===== config.mk =====
export PLATFORM = sky130hd
export DESIGN_NAME = dma2d_top
export DESIGN_NICKNAME = d
export VERILOG_FILES = /design/src/rtl/dma2d_pkg.sv /design/src/rtl/dma2d_walker.sv /design/src/rtl/dma2d_fifo.sv /design/src/rtl/dma2d_top.sv
export SDC_FILE = /design/constraint.sdc
export NUM_CORES = 1
export LEC_CHECK = 0
export BUFFER_PORTS_ARGS = -buffer_cell sky130_fd_sc_hd__buf_2
export CAP_MARGIN = 20
export CORE_AREA = 2 2 189 284
export CTS_BUF_LIST = sky130_fd_sc_hd__clkbuf_16
export CTS_CLUSTER_SIZE = 40
export DETAILED_ROUTE_END_ITERATION = 6
export DIE_AREA = 0 0 191 286
export GPL_TIMING_DRIVEN = 0
export PLACE_DENSITY = 0.66
export SLEW_MARGIN = 20
export SYNTH_ARGS = -nofsm -noshare
export SYNTH_HDL_FRONTEND = slang
export SYNTH_SLANG_ARGS = --single-unit

===== constraint.sdc =====
create_clock -name clk_i -period 11.7 [get_ports clk_i]
set_input_delay 1.755 -clock clk_i [delete_from_list [all_inputs] [get_ports clk_i]]
set_output_delay 1.755 -clock clk_i [all_outputs]
set_load 0.05 [all_outputs]

===== src/rtl/dma2d_pkg.sv =====
package dma2d_pkg;
  typedef enum logic [2:0] {
    IDX_BASE = 3'd0,
    IDX_XCNT = 3'd1,
    IDX_XSTP = 3'd2,
    IDX_YCNT = 3'd3,
    IDX_YSTP = 3'd4,
    IDX_CTRL = 3'd5,
    IDX_STAT = 3'd6
  } reg_idx_e;

  typedef struct packed {
    logic [1:0] size;
    logic       rsv;
    logic       wnr;
    logic       two_d;
    logic       en;
  } ctrl_t;
endpackage


===== src/rtl/dma2d_walker.sv =====
module dma2d_walker #(
  parameter int AW = 32,
  parameter int CW = 16
) (
  input  logic          clk_i,
  input  logic          rst_ni,
  input  logic          load_i,
  input  logic          step_i,
  input  logic          two_d_i,
  input  logic [AW-1:0] base_i,
  input  logic [CW-1:0] xcnt_i,
  input  logic [CW-1:0] xstp_i,
  input  logic [CW-1:0] ycnt_i,
  input  logic [CW-1:0] ystp_i,
  output logic [AW-1:0] addr_o,
  output logic          last_o
);
  logic [CW-1:0] xrem_q, yrem_q;
  logic [AW-1:0] xinc, yinc;

  assign xinc   = {{(AW-CW){xstp_i[CW-1]}}, xstp_i};
  assign yinc   = {{(AW-CW){ystp_i[CW-1]}}, ystp_i};
  assign last_o = (xrem_q == CW'(1)) && (yrem_q == CW'(1));

  always_ff @(posedge clk_i or negedge rst_ni) begin
    if (!rst_ni) begin
      addr_o <= '0;
      xrem_q <= '0;
      yrem_q <= '0;
    end else if (load_i) begin
      addr_o <= base_i;
      xrem_q <= xcnt_i;
      yrem_q <= two_d_i ? ycnt_i : CW'(1);
    end else if (step_i) begin
      if (xrem_q == CW'(1)) begin
        // row end: row step replaces inner step
        xrem_q <= xcnt_i;
        yrem_q <= yrem_q - CW'(1);
        addr_o <= addr_o + yinc;
      end else begin
        xrem_q <= xrem_q - CW'(1);
        addr_o <= addr_o + xinc;
      end
    end
  end
endmodule


===== src/rtl/dma2d_fifo.sv =====
module dma2d_fifo #(
  parameter int DW    = 32,
  parameter int DEPTH = 4,
  localparam int PW   = (DEPTH > 1) ? $clog2(DEPTH) : 1,
  localparam int CNTW = $clog2(DEPTH + 1)
) (
  input  logic            clk_i,
  input  logic            rst_ni,
  input  logic            push_i,
  input  logic [DW-1:0]   din_i,
  input  logic            pop_i,
  output logic [DW-1:0]   dout_o,
  output logic [CNTW-1:0] cnt_o
);
  logic [DW-1:0] mem_q [DEPTH];
  logic [PW-1:0] wp_q, rp_q;

  assign dout_o = mem_q[rp_q];

  always_ff @(posedge clk_i or negedge rst_ni) begin
    if (!rst_ni) begin
      wp_q  <= '0;
      rp_q  <= '0;
      cnt_o <= '0;
      for (int i = 0; i < DEPTH; i++) mem_q[i] <= '0;
    end else begin
      if (push_i) begin
        mem_q[wp_q] <= din_i;
        wp_q <= (wp_q == PW'(DEPTH-1)) ? '0 : wp_q + PW'(1);
      end
      if (pop_i) rp_q <= (rp_q == PW'(DEPTH-1)) ? '0 : rp_q + PW'(1);
      cnt_o <= cnt_o + CNTW'(push_i) - CNTW'(pop_i);
    end
  end
endmodule


===== src/rtl/dma2d_top.sv =====
module dma2d_top
  import dma2d_pkg::*;
#(
  parameter int AW    = 32,
  parameter int DW    = 32,
  parameter int CW    = 16,
  parameter int DEPTH = 4,
  localparam int CNTW = $clog2(DEPTH + 1)
) (
  input  logic          clk_i,
  input  logic          rst_ni,
  input  logic          reg_wr_i,
  input  logic [3:0]    reg_addr_i,
  input  logic [31:0]   reg_wdata_i,
  output logic [31:0]   reg_rdata_o,
  output logic          rd_req_o,
  output logic [AW-1:0] rd_addr_o,
  input  logic [DW-1:0] rd_data_i,
  output logic          wr_en_o,
  output logic [AW-1:0] wr_addr_o,
  output logic [DW-1:0] wr_data_o,
  output logic [1:0]    wr_size_o,
  output logic [1:0]    irq_o
);
  logic [1:0]      run_q, done_q, err_q, step, last;
  logic [AW-1:0]   addr [2];
  logic [CNTW-1:0] fifo_cnt;
  logic            rd_vld_q;
  logic [2:0]      idx;
  ctrl_t           ctrl_w;

  assign idx    = reg_addr_i[2:0];
  assign ctrl_w = ctrl_t'(reg_wdata_i[5:0]);

  // fetch only when queue has room counting the read in flight
  assign step[0] = run_q[0] && ((CNTW+1)'(fifo_cnt) + (CNTW+1)'(rd_vld_q) < (CNTW+1)'(DEPTH));
  assign step[1] = run_q[1] && (fifo_cnt != '0);

  for (genvar s = 0; s < 2; s++) begin : g_s
    logic [AW-1:0] base_r;
    logic [CW-1:0] xcnt_r, xstp_r, ycnt_r, ystp_r;
    ctrl_t         ctrl_r;
    logic          run_r, done_r, err_r;
    logic          sel, wr_ctrl, wr_stat, misal, bad, go;
    logic [31:0]   rd_w;

    assign sel     = reg_wr_i && (reg_addr_i[3] == 1'(s));
    assign wr_ctrl = sel && (idx == IDX_CTRL);
    assign wr_stat = sel && (idx == IDX_STAT);

    always_comb begin
      misal = ((ctrl_w.size == 2'd1) && base_r[0]) ||
              ((ctrl_w.size == 2'd2) && (base_r[1:0] != 2'b00));
      bad   = (xcnt_r == '0) || (ctrl_w.two_d && (ycnt_r == '0)) || misal ||
              (ctrl_w.size == 2'd3) || (ctrl_w.wnr != 1'(s));
      go    = wr_ctrl && !run_r && ctrl_w.en && !bad;
    end

    always_ff @(posedge clk_i or negedge rst_ni) begin
      if (!rst_ni) begin
        base_r <= '0; xcnt_r <= '0; xstp_r <= '0; ycnt_r <= '0; ystp_r <= '0;
        ctrl_r <= '0; run_r <= 1'b0; done_r <= 1'b0; err_r <= 1'b0;
      end else begin
        if (sel && !run_r) begin
          case (idx)
            IDX_BASE: base_r <= reg_wdata_i[AW-1:0];
            IDX_XCNT: xcnt_r <= reg_wdata_i[CW-1:0];
            IDX_XSTP: xstp_r <= reg_wdata_i[CW-1:0];
            IDX_YCNT: ycnt_r <= reg_wdata_i[CW-1:0];
            IDX_YSTP: ystp_r <= reg_wdata_i[CW-1:0];
            default: ;
          endcase
        end
        if (wr_ctrl) begin
          if (run_r) err_r <= 1'b1;
          else begin
            ctrl_r <= ctrl_w;
            if (ctrl_w.en && bad) err_r <= 1'b1;
            if (go) run_r <= 1'b1;
          end
        end
        if (wr_stat) begin
          if (reg_wdata_i[0]) done_r <= 1'b0;
          if (reg_wdata_i[1]) err_r  <= 1'b0;
        end
        // completion after clear: set wins
        if (step[s] && last[s]) begin
          run_r  <= 1'b0;
          done_r <= 1'b1;
        end
      end
    end

    dma2d_walker #(.AW(AW), .CW(CW)) u_walk (
      .clk_i, .rst_ni,
      .load_i (go),
      .step_i (step[s]),
      .two_d_i(ctrl_w.two_d),
      .base_i (base_r),
      .xcnt_i (xcnt_r),
      .xstp_i (xstp_r),
      .ycnt_i (ycnt_r),
      .ystp_i (ystp_r),
      .addr_o (addr[s]),
      .last_o (last[s])
    );

    always_comb begin
      case (idx)
        IDX_BASE: rd_w = 32'(base_r);
        IDX_XCNT: rd_w = 32'(xcnt_r);
        IDX_XSTP: rd_w = 32'(xstp_r);
        IDX_YCNT: rd_w = 32'(ycnt_r);
        IDX_YSTP: rd_w = 32'(ystp_r);
        IDX_CTRL: rd_w = 32'(ctrl_r);
        IDX_STAT: rd_w = {29'd0, run_r, err_r, done_r};
        default:  rd_w = '0;
      endcase
    end

    assign run_q[s]  = run_r;
    assign done_q[s] = done_r;
    assign err_q[s]  = err_r;
  end

  always_ff @(posedge clk_i or negedge rst_ni) begin
    if (!rst_ni) rd_vld_q <= 1'b0;
    else         rd_vld_q <= step[0];
  end

  dma2d_fifo #(.DW(DW), .DEPTH(DEPTH)) u_fifo (
    .clk_i, .rst_ni,
    .push_i(rd_vld_q),
    .din_i (rd_data_i),
    .pop_i (step[1]),
    .dout_o(wr_data_o),
    .cnt_o (fifo_cnt)
  );

  assign reg_rdata_o = reg_addr_i[3] ? g_s[1].rd_w : g_s[0].rd_w;
  assign rd_req_o    = step[0];
  assign rd_addr_o   = addr[0];
  assign wr_en_o     = step[1];
  assign wr_addr_o   = addr[1];
  assign wr_size_o   = g_s[1].ctrl_r.size;
  assign irq_o       = done_q;
endmodule


==> results of run 1 <==
[state kept, by name, indices dropped and copies added (netlist names)]
signal	flops
g_s.ycnt_r	32
u_fifo.rp_q	2
g_s.err_r	2
rd_vld_q	1
wr_size_o	2
g_s.run_r	2
g_s.u_walk.yrem_q	32
g_s.xcnt_r	32
g_s.xstp_r	32
g_s.u_walk.addr_o	64
g_s.u_walk.xrem_q	32
u_fifo.wp_q	2
g_s.ystp_r	32
u_fifo.mem_q	128
g_s.base_r	64
g_s.ctrl_r	10
u_fifo.cnt_o	3
g_s.done_r	2
[stage by stage]
step	total power (W)	TNS [ns]	worst slack (ns)	util	instance area [sq um]
detailed placement	0.00646	0	5.39	0.532	27800
CTS	0.00803	0	5.39	0.562	29300
floorplan	0.00545	0	5.86	-	25800
finish	0.00802	0	5.30	0.562	29300
global route	0.00846	0	5.24	0.562	29300
global placement	0.00634	-260.59	-0.616	0.529	27600
[kinds of logic (layout without fill, tap and decap cells)]
kind of cell / Yosys count / after routing
and+or+nand+nor: 573 / 573
AOI/OAI and AO/OA: 542 / 542
DFF: 474 / 474
muxes: 404 / 404
buffers and inverters: 181 / 466
adders and majority gates: 85 / 85
xor gates and xnor gates: 76 / 76
other: 0 / 6
[worst max-delay path, stage by stage]
cell,delay (ns)
buf_2,0.14
buf_2,0.20
nor2_1,0.17
and2_1,0.17
clkbuf_1,0.51
clkbuf_1,0.54
a22oi_1,0.18
and3_1,0.22
a31oi_1,0.39
buf_2,0.36
[layer usage]
| metal | global-route usage | up-vias |
|---|---|---|
| met4 | 0.187 | 0 |
| met1 | 0.339 | 10288 |
| li1 | - | 9185 |
| met5 | 0 | - |
| met3 | 0.0339 | 224 |
| met2 | 0.542 | 658 |
[cells in the mapped netlist (all sizes together) (22+ instances only)]
cell      n  share of area
xnor2    34          0.012
and3     22         0.0053
buf      85          0.016
a21o     32         0.0093
ha       82          0.040
nand3    54          0.011
mux2i    28          0.011
o21ai   140          0.027
a21oi   100          0.019
a31oi    26         0.0065
clkbuf   60         0.0088
nor2    128          0.020
inv      36         0.0052
mux4     35          0.031
nor4     29         0.0086
nand2   203          0.030
mux2    341           0.15
a22oi    83          0.024
dfrtp   474           0.46
nor3     49          0.011
xor2     42          0.014
[power by group through the flow]
stage / Combinational [W] / Clock, W / Sequential [W]
final: 0.00370 / 0.00155 / 0.00276
after global routing: 0.00400 / 0.00164 / 0.00282
after CTS: 0.00371 / 0.00158 / 0.00274
after detailed placement: 0.00369 / 0 / 0.00277
after global placement: 0.00361 / 0 / 0.00273
after floorplan: 0.00252 / 0 / 0.00293
[worst min path at each step]
| stage | from | to | depth (start not counted) |
|---|---|---|---|
| floorplan | g_s[1].err_r | g_s[1].err_r | 1 |
| global placement | g_s[1].u_walk.xrem_q[10] | g_s[1].u_walk.xrem_q[10] | 2 |
| detailed placement | u_fifo.mem_q[55] | u_fifo.mem_q[55] | 1 |
| CTS | u_fifo.mem_q[50] | u_fifo.mem_q[50] | 1 |
| global route | u_fifo.mem_q[63] | u_fifo.mem_q[63] | 1 |
| finish | u_fifo.mem_q[20] | u_fifo.mem_q[20] | 1 |
[layout make-up]
class	count	area share
inverter	36	0.00461
multi-input combinational	1680	0.449
antenna	6	0.000512
timing repair buffer	197	0.0378
buffer	145	0.0217
clock buffer	48	0.0410
sequential	474	0.405
tap	682	0.0291
clock inverter	40	0.0114
==> summary.txt, run 1 <==
Run status
  – Status: finished, final reports clean

Worst setup path
  – Reg2reg path depth: 18
  – Crit Path Class: input pin to primary output
  – Worst setup EP type: primary output
  – CP startpoint: reg_addr_i[2]
  – Reg2reg setup slack: around 6 ns
  – CP arrival: 4.64 ns
  – Startpoint types: input pin
  – CP max FO: 10
  – Worst EP required: ~10 ns
  – Critical register-to-register path startpoint: g_s[0].u_walk.xrem_q[8]
  – Reg2Reg Capture Point: g_s[0].u_walk.addr_o[30]
  – CP Capture Point: reg_rdata_o[10]

Power and ir drop
  – Flop pwr share: 0.344
  – Power Density: 273 nW/um^2
  – Sw Ratio: 0.443
  – Clock network power share: 0.194
  – Leakage: between 10 and 15 nW
  – Sw power: 0.00355 W
  – Share of total power in combinational logic: 0.462
  – Peak VDD IR: 0.219 mV
  – Internal power: approximately 0.0045 W

Timing
  – Period utilization: 0.547
  – Final hold vios: 0
  – Final setup viols: 0
  – RSZ-0062 raised after global routing: no
  – Final Slew Violations: 0
  – Final Skew: between 0.015 and 0.02 ns
  – Hold WS: 0.500 ns
  – Fmax: 156 MHz
  – Worst Max-Slew Pin Slew: 1.10 ns
  – Slew Limit Headroom: 0.265
  – Tmin final: about 6.4 ns

Synthesis
  – Synth Area in Simple Gates: 0.111
  – Largest family of logic cells by synthesized area: multiplexers
  – Post-synthesis adder-cell area fraction: 0.0421
  – Net Count, Synth: 2491
  – Number of synthesized flops with an enable pin: 0
  – Seq cells post-synth: 474
  – Main synth FF type: dfrtp_1
  – Post-synthesis mux area share: 0.190
  – Asr flop ratio synth: 1.00
  – Syn_area_per_cell: around 11 sq um
  – Syn. warnings: 0
  – Compound-cell area share of the yosys netlist: 0.142
  – Xor-xnor portion of the synthesized cell area: 0.0258
  – Post-synthesis cell area: 25800 sq um
  – Post-synthesis sequential area ratio: 0.460
  – Post-synthesis cell type count: 95
  – Syn Inst Count: 2335

Route
  – Met1 wire length: between 30000 and 40000 um
  – Final ANT Viol Nets: 0
  – Met2 wire length: roughly 43000 um
  – Pre-Repair DR Iteration Count: 5
  – DR top layer: met4
  – Vias post-DR: 20355
  – Drt first-iter violations: around 1200
  – Drt wl/cell: 25.0 um
  – DRC: 0
  – WL met3: 3210 um
  – Final wirelength: 82800 um
  – Drt via density: 6.15

Clock network
  – CTS hold repair buffers: 0
  – Post-CTS Resized: 0
  – CTS tree: built
  – H-tree depth: 2
  – Clock Latency Late Sink: 0.60 ns
  – Register clock-pin slew on the reported worst setup and hold paths: 0.06 ns
  – CTS Root Buffer Type: clkbuf_16
  – Worst-case clock buffer depth: 3
  – Post-CTS setup buffers: 0
  – Clock sinks: 474
  – CTS buffer count: 48

Placement
  – Detailed placement HPWL: 62500 um
  – Inst Count DP: 3214
  – Port bufs: 192
  – GPL Wtd Cong: 0.970

Global route
  – Overflow after GRT: 0
  – Initial antenna violation count: 6
  – First-pass GRT wire length: 125000 um
  – Vias in the first global route: ~21000
  – Pin count of the biggest net entering global routing: between 90 and 100
  – All-Layer GR Usage: 0.302

Layout
  – Area Growth Syn to Fin: 13.6%
  – Share of layout cells above drive strength 1: 0.286
  – Fillers: 4572
  – Most common cell after layout, fill and taps aside: dfrtp_1
  – Commonest non-fill, non-tap cells in the layout: dfrtp_1 (474), mux2_2 (341), buf_2 (232), nand2_1 (201), o21ai_0 (127)
  – Area of the multi-input gates: around 13000 sq um
  – Fin cells: between 3000 and 4000
  – Fin nets: 2738
  – FF/Latch Area: 11900 sq um

Floorplanning
  – Die height: 286 um
  – Row count: 103
  – Starting Density: 0.494
  – DIE AREA: 54600 sq um
  – CORE AREA: 52200 sq um
  – Die Width: 191 um
  – Number of top-level pins: slightly above 200

Job
  – Maxcap violations: 0

Hold path
  – Hold Path Class: register to register
Power figures use the tool's default switching activity.
==> run 2, diff against run 1 <==
--- a/config.mk
+++ b/config.mk
@@ -13,7 +13,7 @@
 export DETAILED_ROUTE_END_ITERATION = 6
 export DIE_AREA = 0 0 191 286
 export GPL_TIMING_DRIVEN = 0
-export PLACE_DENSITY = 0.66
+export PLACE_DENSITY = 0.68
 export SLEW_MARGIN = 20
 export SYNTH_ARGS = -nofsm -noshare
 export SYNTH_HDL_FRONTEND = slang
==> constraint.sdc (replaced) <==
create_clock -name clk_i -period 5.5 [get_ports clk_i]
set_input_delay 0.825 -clock clk_i [delete_from_list [all_inputs] [get_ports clk_i]]
set_output_delay 0.825 -clock clk_i [all_outputs]
set_load 0.05 [all_outputs]
==> run 2 against run 1 <==
  * Combinational power increased by 110%
  * Critical path depth increased by 7
  * Via count increased by 1.1%
  * Global-route usage decreased by 0.21 points
  * Worst hold slack got worse by 0.37 ns
  * Flip-flop and latch count unchanged
  * Sequential share of layout area about the same
  * Utilization about the same
==> summary.txt, run 2 (synthesis gave the netlist of run 1 again) <==
Run status
  – Status: finished, final reports clean (unchanged)

Placement
  – Port bufs: 192 (unchanged)
  – Inst Count DP: 3214 (unchanged)
  – Detailed placement HPWL: 62100 um (was 62500 um)
  – GPL Wtd Cong: 0.962 (was 0.970)

Floorplanning
  – DIE AREA: 54600 sq um (unchanged)
  – CORE AREA: 52200 sq um (unchanged)
  – Die Width: 191 um (unchanged)
  – Die height: 286 um (unchanged)
  – Starting Density: 0.494 (unchanged)
  – Number of top-level pins: 205 (unchanged)
  – Row count: 103 (unchanged)

Layout
  – Share of layout cells above drive strength 1: 0.283 (was 0.286)
  – Area Growth Syn to Fin: 13.7% (was 13.6%)
  – Commonest non-fill, non-tap cells in the layout: dfrtp_1 (474), mux2_2 (341), buf_2 (232), nand2_1 (201), o21ai_0 (128) (was dfrtp_1 (474), mux2_2 (341), buf_2 (232), nand2_1 (201), o21ai_0 (127))
  – Most common cell after layout, fill and taps aside: dfrtp_1 (unchanged)
  – Fin cells: 3302 (was 3308)
  – Biggest regs: u_fifo.mem_q: 128 flops, g_s.base_r: 64 flops, g_s.u_walk.addr_o: 64 flops (unchanged)
  – Top reg by flops: u_fifo.mem_q (unchanged)
  – Fin nets: 2737 (was 2738)
  – Largest register FFs: 128 (unchanged)

Power and ir drop
  – Sw power: 0.00747 W (was 0.00355 W)
  – Peak VDD IR: 0.482 mV (was 0.219 mV)
  – Power Density: 583 nW/um^2 (was 273 nW/um^2)
  – Leakage: 13.0 nW (was 12.9 nW)
  – Flop pwr share: 0.343 (was 0.344)
  – Internal power: 0.00962 W (was 0.00447 W)
  – Sw Ratio: 0.437 (was 0.443)
  – Clock network power share: 0.195 (was 0.194)
  – Share of total power in combinational logic: 0.462 (about the same)

Clock network
  – H-tree depth: 2 (unchanged)
  – CTS Root Buffer Type: clkbuf_16 (unchanged)
  – Clock Latency Late Sink: 0.59 ns (was 0.60 ns)
  – CTS buffer count: 47 (was 48)
  – Post-CTS setup buffers: 0 (unchanged)
  – Register clock-pin slew on the reported worst setup and hold paths: 0.06 ns (about the same)
  – Worst-case clock buffer depth: 3 (unchanged)
  – CTS hold repair buffers: 0 (unchanged)
  – Post-CTS Resized: 0 (unchanged)
  – Clock sinks: 474 (unchanged)
  – CTS tree: built (unchanged)

Worst setup path
  – Crit-path leading delay family: compound AO/OA/AOI/OAI gates (was buffers and inverters)
  – Worst setup EP type: register (was primary output)
  – CP max FO: 10 (unchanged)
  – Crit-path most repeated cell: nand2_1 (was buf_2)
  – Reg2reg path depth: 17 (was 18)
  – Slowest cell delay on critical path: 0.46 ns (was 0.54 ns)
  – Worst EP required: 5.97 ns (was 9.95 ns)
  – Critical Path Slowest Stage Cell: nor4b_1 (was clkbuf_1)
  – Crit Path Class: register to register (was input pin to primary output)
  – Cell chain of the critical path: inv_1, ha_1, nor4b_1, nand4_2, clkbuf_1, clkbuf_1, nand2_1, nand2_1, ha_1, a211oi_1, o211ai_1, a21oi_1, o21ai_0, a31o_2, a31oi_1, mux2i_1, nand2_1 (was buf_2, buf_2, nor2_1, and2_1, clkbuf_1, clkbuf_1, a22oi_1, and3_1, a31oi_1, buf_2)
  – Critical Path Stages: 17 (was 10)
  – WP buf/inv: 3 (was 5)
  – CP arrival: 5.67 ns (was 4.64 ns)
  – Startpoint types: register (was input pin)

Route
  – DRC: 0 (unchanged)
  – Pre-Repair DR Iteration Count: 6 (was 5)
  – Vias post-DR: 20582 (was 20355)
  – Final wirelength: 81900 um (was 82800 um)
  – Drt first-iter violations: 1364 (was 1226)
  – Final ANT Viol Nets: 0 (unchanged)
  – Drt wl/cell: 24.8 um (was 25.0 um)
  – Drt via density: 6.23 (was 6.15)

Timing
  – Final Skew: 0.0161 ns (was 0.0192 ns)
  – Worst Max-Slew Pin Slew: 1.19 ns (was 1.10 ns)
  – Final hold vios: 0 (unchanged)
  – RSZ-0062 raised after global routing: no (unchanged)
  – Period utilization: 0.946
  – Hold WS: 0.131 ns (was 0.500 ns)
  – Final setup viols: 0 (unchanged)
  – Final Slew Violations: 0 (unchanged)
  – Tmin final: 5.20 ns
  – Slew Limit Headroom: 0.200 (was 0.265)
  – Fmax: roughly 190 MHz

Job
  – Maxcap violations: 0 (unchanged)

Hold path
  – Hold Path Class: input pin to async pin (was register to register)

Global route
  – All-Layer GR Usage: 0.300 (was 0.302)
  – First-pass GRT wire length: 125000 um (about the same)
  – Initial antenna violation count: 7 (was 6)
  – Vias in the first global route: 21266 (was 21027)
  – Pin count of the biggest net entering global routing: 105 (was 99)
  – Overflow after GRT: 0 (unchanged)
[run 2: cell types whose count changed in the layout (fill, tap and decap cells not counted), sizes merged]
| cell | before | now |
|---|---|---|
| clkinvlp | 7 | 0 |
| clkinv | 23 | 15 |
| buf | 282 | 281 |
| inv | 42 | 48 |
| clkbuf | 108 | 109 |
| bufinv | 4 | 7 |
[run 2: layer usage]
layer  wire length (um)  GRT usage  share of wire
met5                 13          0        0.00016
met3               4260     0.0368          0.052
met2              41600      0.526           0.51
met4               6430      0.214          0.078
met1              29600      0.334           0.36
[run 2: worst paths after layout]
kind	startpoint	to	slack, ns
max	g_s[1].u_walk.xrem_q[1]	g_s[1].u_walk.addr_o[27]	0.30
min	rst_ni	u_fifo.mem_q[122]	0.13
max reg2reg	g_s[1].u_walk.xrem_q[1]	g_s[1].u_walk.addr_o[27]	0.30
min reg2reg	u_fifo.mem_q[51]	u_fifo.mem_q[51]	0.50
max in group asynchronous	rst_ni	g_s[1].u_walk.yrem_q[5]	3.71
min in group clk_i	reg_wdata_i[16]	g_s[1].base_r[16]	0.49
[run 2: cell type report]
| type | count | area [sq um] |
|---|---|---|
| sequential | 474 | 11900 |
| timing repair buffer | 197 | 1110 |
| clock inverter | 34 | 347 |
| multi-input combinational | 1680 | 13200 |
| antenna | 6 | 15.0 |
| buffer | 145 | 638 |
| fill | 4505 | 22900 |
| tap | 682 | 853 |
| clock buffer | 48 | 1200 |
| inverter | 36 | 135 |
[run 2: power groups by stage]
stage | sequential (W) | clock [W] | combinational (W)
floorplan | 0.00624 | 0 | 0.00535
global placement | 0.00580 | 0 | 0.00768
detailed placement | 0.00588 | 0 | 0.00785
CTS | 0.00583 | 0.00338 | 0.00789
global route | 0.00600 | 0.00352 | 0.00851
finish | 0.00587 | 0.00333 | 0.00789
[run 2: through the flow]
stage / setup slack [ns] / setup TNS, ns / area, sq um / power [W] / util
final: 0.299 / 0 / 29300 / 0.0171 / 0.562
after global routing: 0.0330 / 0 / 29300 / 0.0180 / 0.562
after CTS: 0.123 / 0 / 29300 / 0.0171 / 0.562
after detailed placement: 0.151 / 0 / 27800 / 0.0137 / 0.532
after global placement: -5.85 / -2738.80 / 27600 / 0.0135 / 0.529
after floorplan: 1.52 / 0 / 25800 / 0.0116 / -
==> run 3, diff against run 2 <==
--- a/config.mk
+++ b/config.mk
@@ -7,14 +7,15 @@
 export LEC_CHECK = 0
 export BUFFER_PORTS_ARGS = -buffer_cell sky130_fd_sc_hd__buf_2
 export CAP_MARGIN = 20
-export CORE_AREA = 2 2 189 284
+export CORE_AREA = 2 2 192 288
 export CTS_BUF_LIST = sky130_fd_sc_hd__clkbuf_16
 export CTS_CLUSTER_SIZE = 40
 export DETAILED_ROUTE_END_ITERATION = 6
-export DIE_AREA = 0 0 191 286
+export DIE_AREA = 0 0 194 290
 export GPL_TIMING_DRIVEN = 0
 export PLACE_DENSITY = 0.68
 export SLEW_MARGIN = 20
 export SYNTH_ARGS = -nofsm -noshare
 export SYNTH_HDL_FRONTEND = slang
+export SYNTH_HIERARCHICAL = 1
 export SYNTH_SLANG_ARGS = --single-unit
==> run 3 against run 2 <==
  * Critical path depth is 2 higher
  * Flip-flop and latch count unchanged
  * Cell count rose by 4.3%
  * Critical endpoint is now g_s[1].u_walk/addr_o[30]
  * Largest cell class unchanged
==> summary.txt, run 3 <==
Run status
  – Status: finished, final reports clean (unchanged)

Floorplanning
  – DIE AREA: 56300 sq um (was 54600 sq um)
  – Number of top-level pins: 205 (unchanged)
  – Row count: 104 (was 103)
  – Starting Density: 0.496 (was 0.494)
  – Die Width: 194 um (was 191 um)
  – CORE AREA: 53600 sq um (was 52200 sq um)
  – Die height: 290 um (was 286 um)

Placement
  – GPL Wtd Cong: 0.946 (was 0.962)
  – Port bufs: 193 (was 192)
  – Inst Count DP: 3350 (was 3214)
  – Detailed placement HPWL: 64400 um (was 62100 um)
  – Place WS: -0.334 ns (was 0.151 ns)

Clock network
  – Worst-case clock buffer depth: 3 (unchanged)
  – Clock sinks: 474 (unchanged)
  – CTS hold repair buffers: 0 (unchanged)
  – CTS buffer count: 48 (was 47)
  – Post-CTS setup buffers: 0 (unchanged)
  – Clock Latency Late Sink: 0.61 ns (was 0.59 ns)
  – CTS Root Buffer Type: clkbuf_16 (unchanged)
  – Post-CTS Resized: 1 (was 0)
  – H-tree depth: 2 (unchanged)
  – Register clock-pin slew on the reported worst setup and hold paths: 0.07 ns (was 0.06 ns)
  – CTS tree: built (unchanged)

Route
  – Drt wl/cell: 24.4 um (was 24.8 um)
  – Vias post-DR: 21129 (was 20582)
  – Pre-Repair DR Iteration Count: 6 (unchanged)
  – DRC: 0 (unchanged)
  – Drt via density: 6.14 (was 6.23)
  – Final wirelength: 83900 um (was 81900 um)
  – Final ANT Viol Nets: 0 (unchanged)
  – Drt first-iter violations: 1496 (was 1364)

Synthesis
  – Leading area contributor after synthesis: dfrtp_1 (unchanged)
  – Syn Inst Count: 2461 (was 2335)
  – Post-synthesis sequential area ratio: 0.446 (was 0.460)
  – Top-count cell post-synth: dfrtp_1 (unchanged)
  – Top cells by area, synth: dfrtp_1 (45%), mux2_2 (14%), nand2_1 (3.8%) (was dfrtp_1 (46%), mux2_2 (15%), ha_1 (4.0%))
  – Net Count, Synth: 2616 (was 2491)
  – Main synth FF type: dfrtp_1 (unchanged)
  – Post-synthesis cell area: 26600 sq um (was 25800 sq um)
  – Asr flop ratio synth: 1.00 (unchanged)
  – Syn_area_per_cell: 10.8 sq um (was 11.1 sq um)
  – Most frequent cells after synthesis: dfrtp_1 (474), mux2_2 (340), nand2_1 (271), o21ai_0 (160), a21oi_1 (127) (was dfrtp_1 (474), mux2_2 (341), nand2_1 (201), o21ai_0 (128), nor2_1 (122))
  – Synth top area share: 0.446 (was 0.460)
  – Seq cells post-synth: 474 (unchanged)
  – Number of synthesized flops with an enable pin: 0 (unchanged)
  – Syn. warnings: 6 (was 0)
  – Post-synthesis cell type count: 93 (was 95)

Layout
  – Top reg by flops: u_fifo/mem_q (was u_fifo.mem_q)
  – Area Growth Syn to Fin: 13.7% (about the same)
  – Commonest non-fill, non-tap cells in the layout: dfrtp_1 (474), mux2_2 (340), nand2_1 (271), buf_2 (226), o21ai_0 (160) (was dfrtp_1 (474), mux2_2 (341), buf_2 (232), nand2_1 (201), o21ai_0 (128))
  – Fillers: 4595 (was 4505)
  – Most common cell after layout, fill and taps aside: dfrtp_1 (unchanged)
  – Share of layout cells above drive strength 1: 0.282 (was 0.283)
  – Largest register FFs: 128 (unchanged)
  – Fin cells: 3443 (was 3302)
  – Fin nets: 2865 (was 2737)
  – Biggest regs: u_fifo/mem_q: 128 flops, g_s.base_r: 64 flops, g_s.u_walk/addr_o: 64 flops (was u_fifo.mem_q: 128 flops, g_s.base_r: 64 flops, g_s.u_walk.addr_o: 64 flops)

Worst setup path
  – Worst EP required: 6.03 ns (was 5.97 ns)
  – Crit Path Class: register to register (unchanged)
  – Worst setup EP type: register (unchanged)
  – CP arrival: 5.83 ns (was 5.67 ns)
  – Startpoint types: register (unchanged)
  – CP max FO: 10 (unchanged)

Timing
  – Final setup viols: 0 (unchanged)
  – Final TNS setup: 0 ns (unchanged)
  – Period utilization: 0.964 (was 0.946)
  – Final worst slack: 0.196 ns (was 0.299 ns)
  – RSZ-0062 raised after global routing: yes (was no)
  – Tmin final: 5.30 ns (was 5.20 ns)
  – Worst Max-Slew Pin Slew: 1.00 ns (was 1.19 ns)
  – Final hold vios: 0 (unchanged)
  – Final Skew: 0.0259 ns (was 0.0161 ns)
  – Final Slew Violations: 0 (unchanged)
  – Fmax: 189 MHz (was 192 MHz)
  – Slew Limit Headroom: 0.326 (was 0.200)
  – Hold WS: 0.108 ns (was 0.131 ns)

Power and ir drop
  – Peak VDD IR: 0.531 mV (was 0.482 mV)
  – Power Density: 565 nW/um^2 (was 583 nW/um^2)
  – Leakage: 13.1 nW (was 13.0 nW)

Job
  – Maxcap violations: 0 (unchanged)

Global route
  – First-pass GRT wire length: 129000 um (was 125000 um)
  – Vias in the first global route: 21905 (was 21266)
  – All-Layer GR Usage: 0.294 (was 0.300)
  – Initial antenna violation count: 6 (was 7)
  – Pin count of the biggest net entering global routing: 99 (was 105)
  – Overflow after GRT: 0 (unchanged)

Hold path
  – Hold Path Class: input pin to async pin (unchanged)
## run 3: stage by stage
stage	utilization	total power [W]	cell area, sq um
global route	0.564	0.0180	30200
detailed placement	0.533	0.0137	28600
global placement	0.530	0.0134	28400
CTS	0.563	0.0171	30200
floorplan	-	0.0115	26600
finish	0.564	0.0171	30200
## run 3: area by class of cell
class	count	area, sq um	share of cell area
Timing Repair Buffer	200	1130	0.0373
Clock buffer	50	1250	0.0414
Multi-Input combinational cell	1789	13800	0.457
Antenna cell	5	12.5	0.000414
Clock inverter	39	365	0.0121
Buffer	154	769	0.0255
Tap cell	689	862	0.0285
Sequential cell	474	11900	0.393
Inverter	43	161	0.00534
## run 3: critical path: stages, from the launching register on
cell and delay [ns]:
dfrtp_1 0.42, inv_1 0.10, ha_1 0.19, and4bb_2 0.25
nand3_2 0.13, clkbuf_1 0.58, clkbuf_1 0.56, nand2_1 0.12
nand2_1 0.12, ha_1 0.23, inv_1 0.08, fa_1 0.44
nand2b_1 0.20, a21oi_2 0.30, o21ai_1 0.21, a31o_2 0.30
a21boi_1 0.32, a2111oi_0 0.23, or3_1 0.39, nand3_1 0.07
## run 3: worst paths after layout
| path | endpoint | cells past startpoint | from | slack, ns |
|---|---|---|---|---|
| setup / recovery | g_s[1].u_walk/addr_o[30] | 19 | g_s[1].u_walk/xrem_q[1] | 0.20 |
| hold / removal | g_s[1].u_walk/addr_o[26] | 1 | rst_ni | 0.11 |
| setup reg to reg | g_s[1].u_walk/addr_o[30] | 19 | g_s[1].u_walk/xrem_q[1] | 0.20 |
| hold reg to reg | u_fifo/mem_q[105] | 1 | u_fifo/mem_q[105] | 0.50 |
| max in group asynchronous | u_fifo/cnt_o[1] | 4 | rst_ni | 3.64 |
| min in group clk_i | g_s[1].base_r[27] | 2 | reg_wdata_i[27] | 0.46 |
## run 3: per-layer routing
metal	vias up	routed length [um]	GRT usage
li1	9510	-	-
met1	10514	30900	0.328
met2	810	42700	0.523
met3	293	4060	0.0414
met4	2	6260	0.188
met5	-	18	0
## run 3: power breakdown
| group | leakage, nW | total (W) | switching [W] | internal (W) |
|---|---|---|---|---|
| logic | 6.66 | 0.00793 | 0.00490 | 0.00303 |
| clock network | 0.800 | 0.00341 | 0.00148 | 0.00194 |
| registers | 5.62 | 0.00573 | 0.00106 | 0.00467 |
## run 3: logic make-up (layout without fill, tap and decap cells)
group | Yosys count | after routing | synth area share
and+or+nand+nor | 616 | 616 | 0.116
AOI/OAI and AO/OA | 562 | 562 | 0.134
DFF | 474 | 474 | 0.446
muxes | 442 | 442 | 0.200
buffers and inverters | 198 | 486 | 0.0350
xor gates and xnor gates | 85 | 85 | 0.0280
adders and majority gates | 84 | 84 | 0.0404
other | 0 | 5 | 0
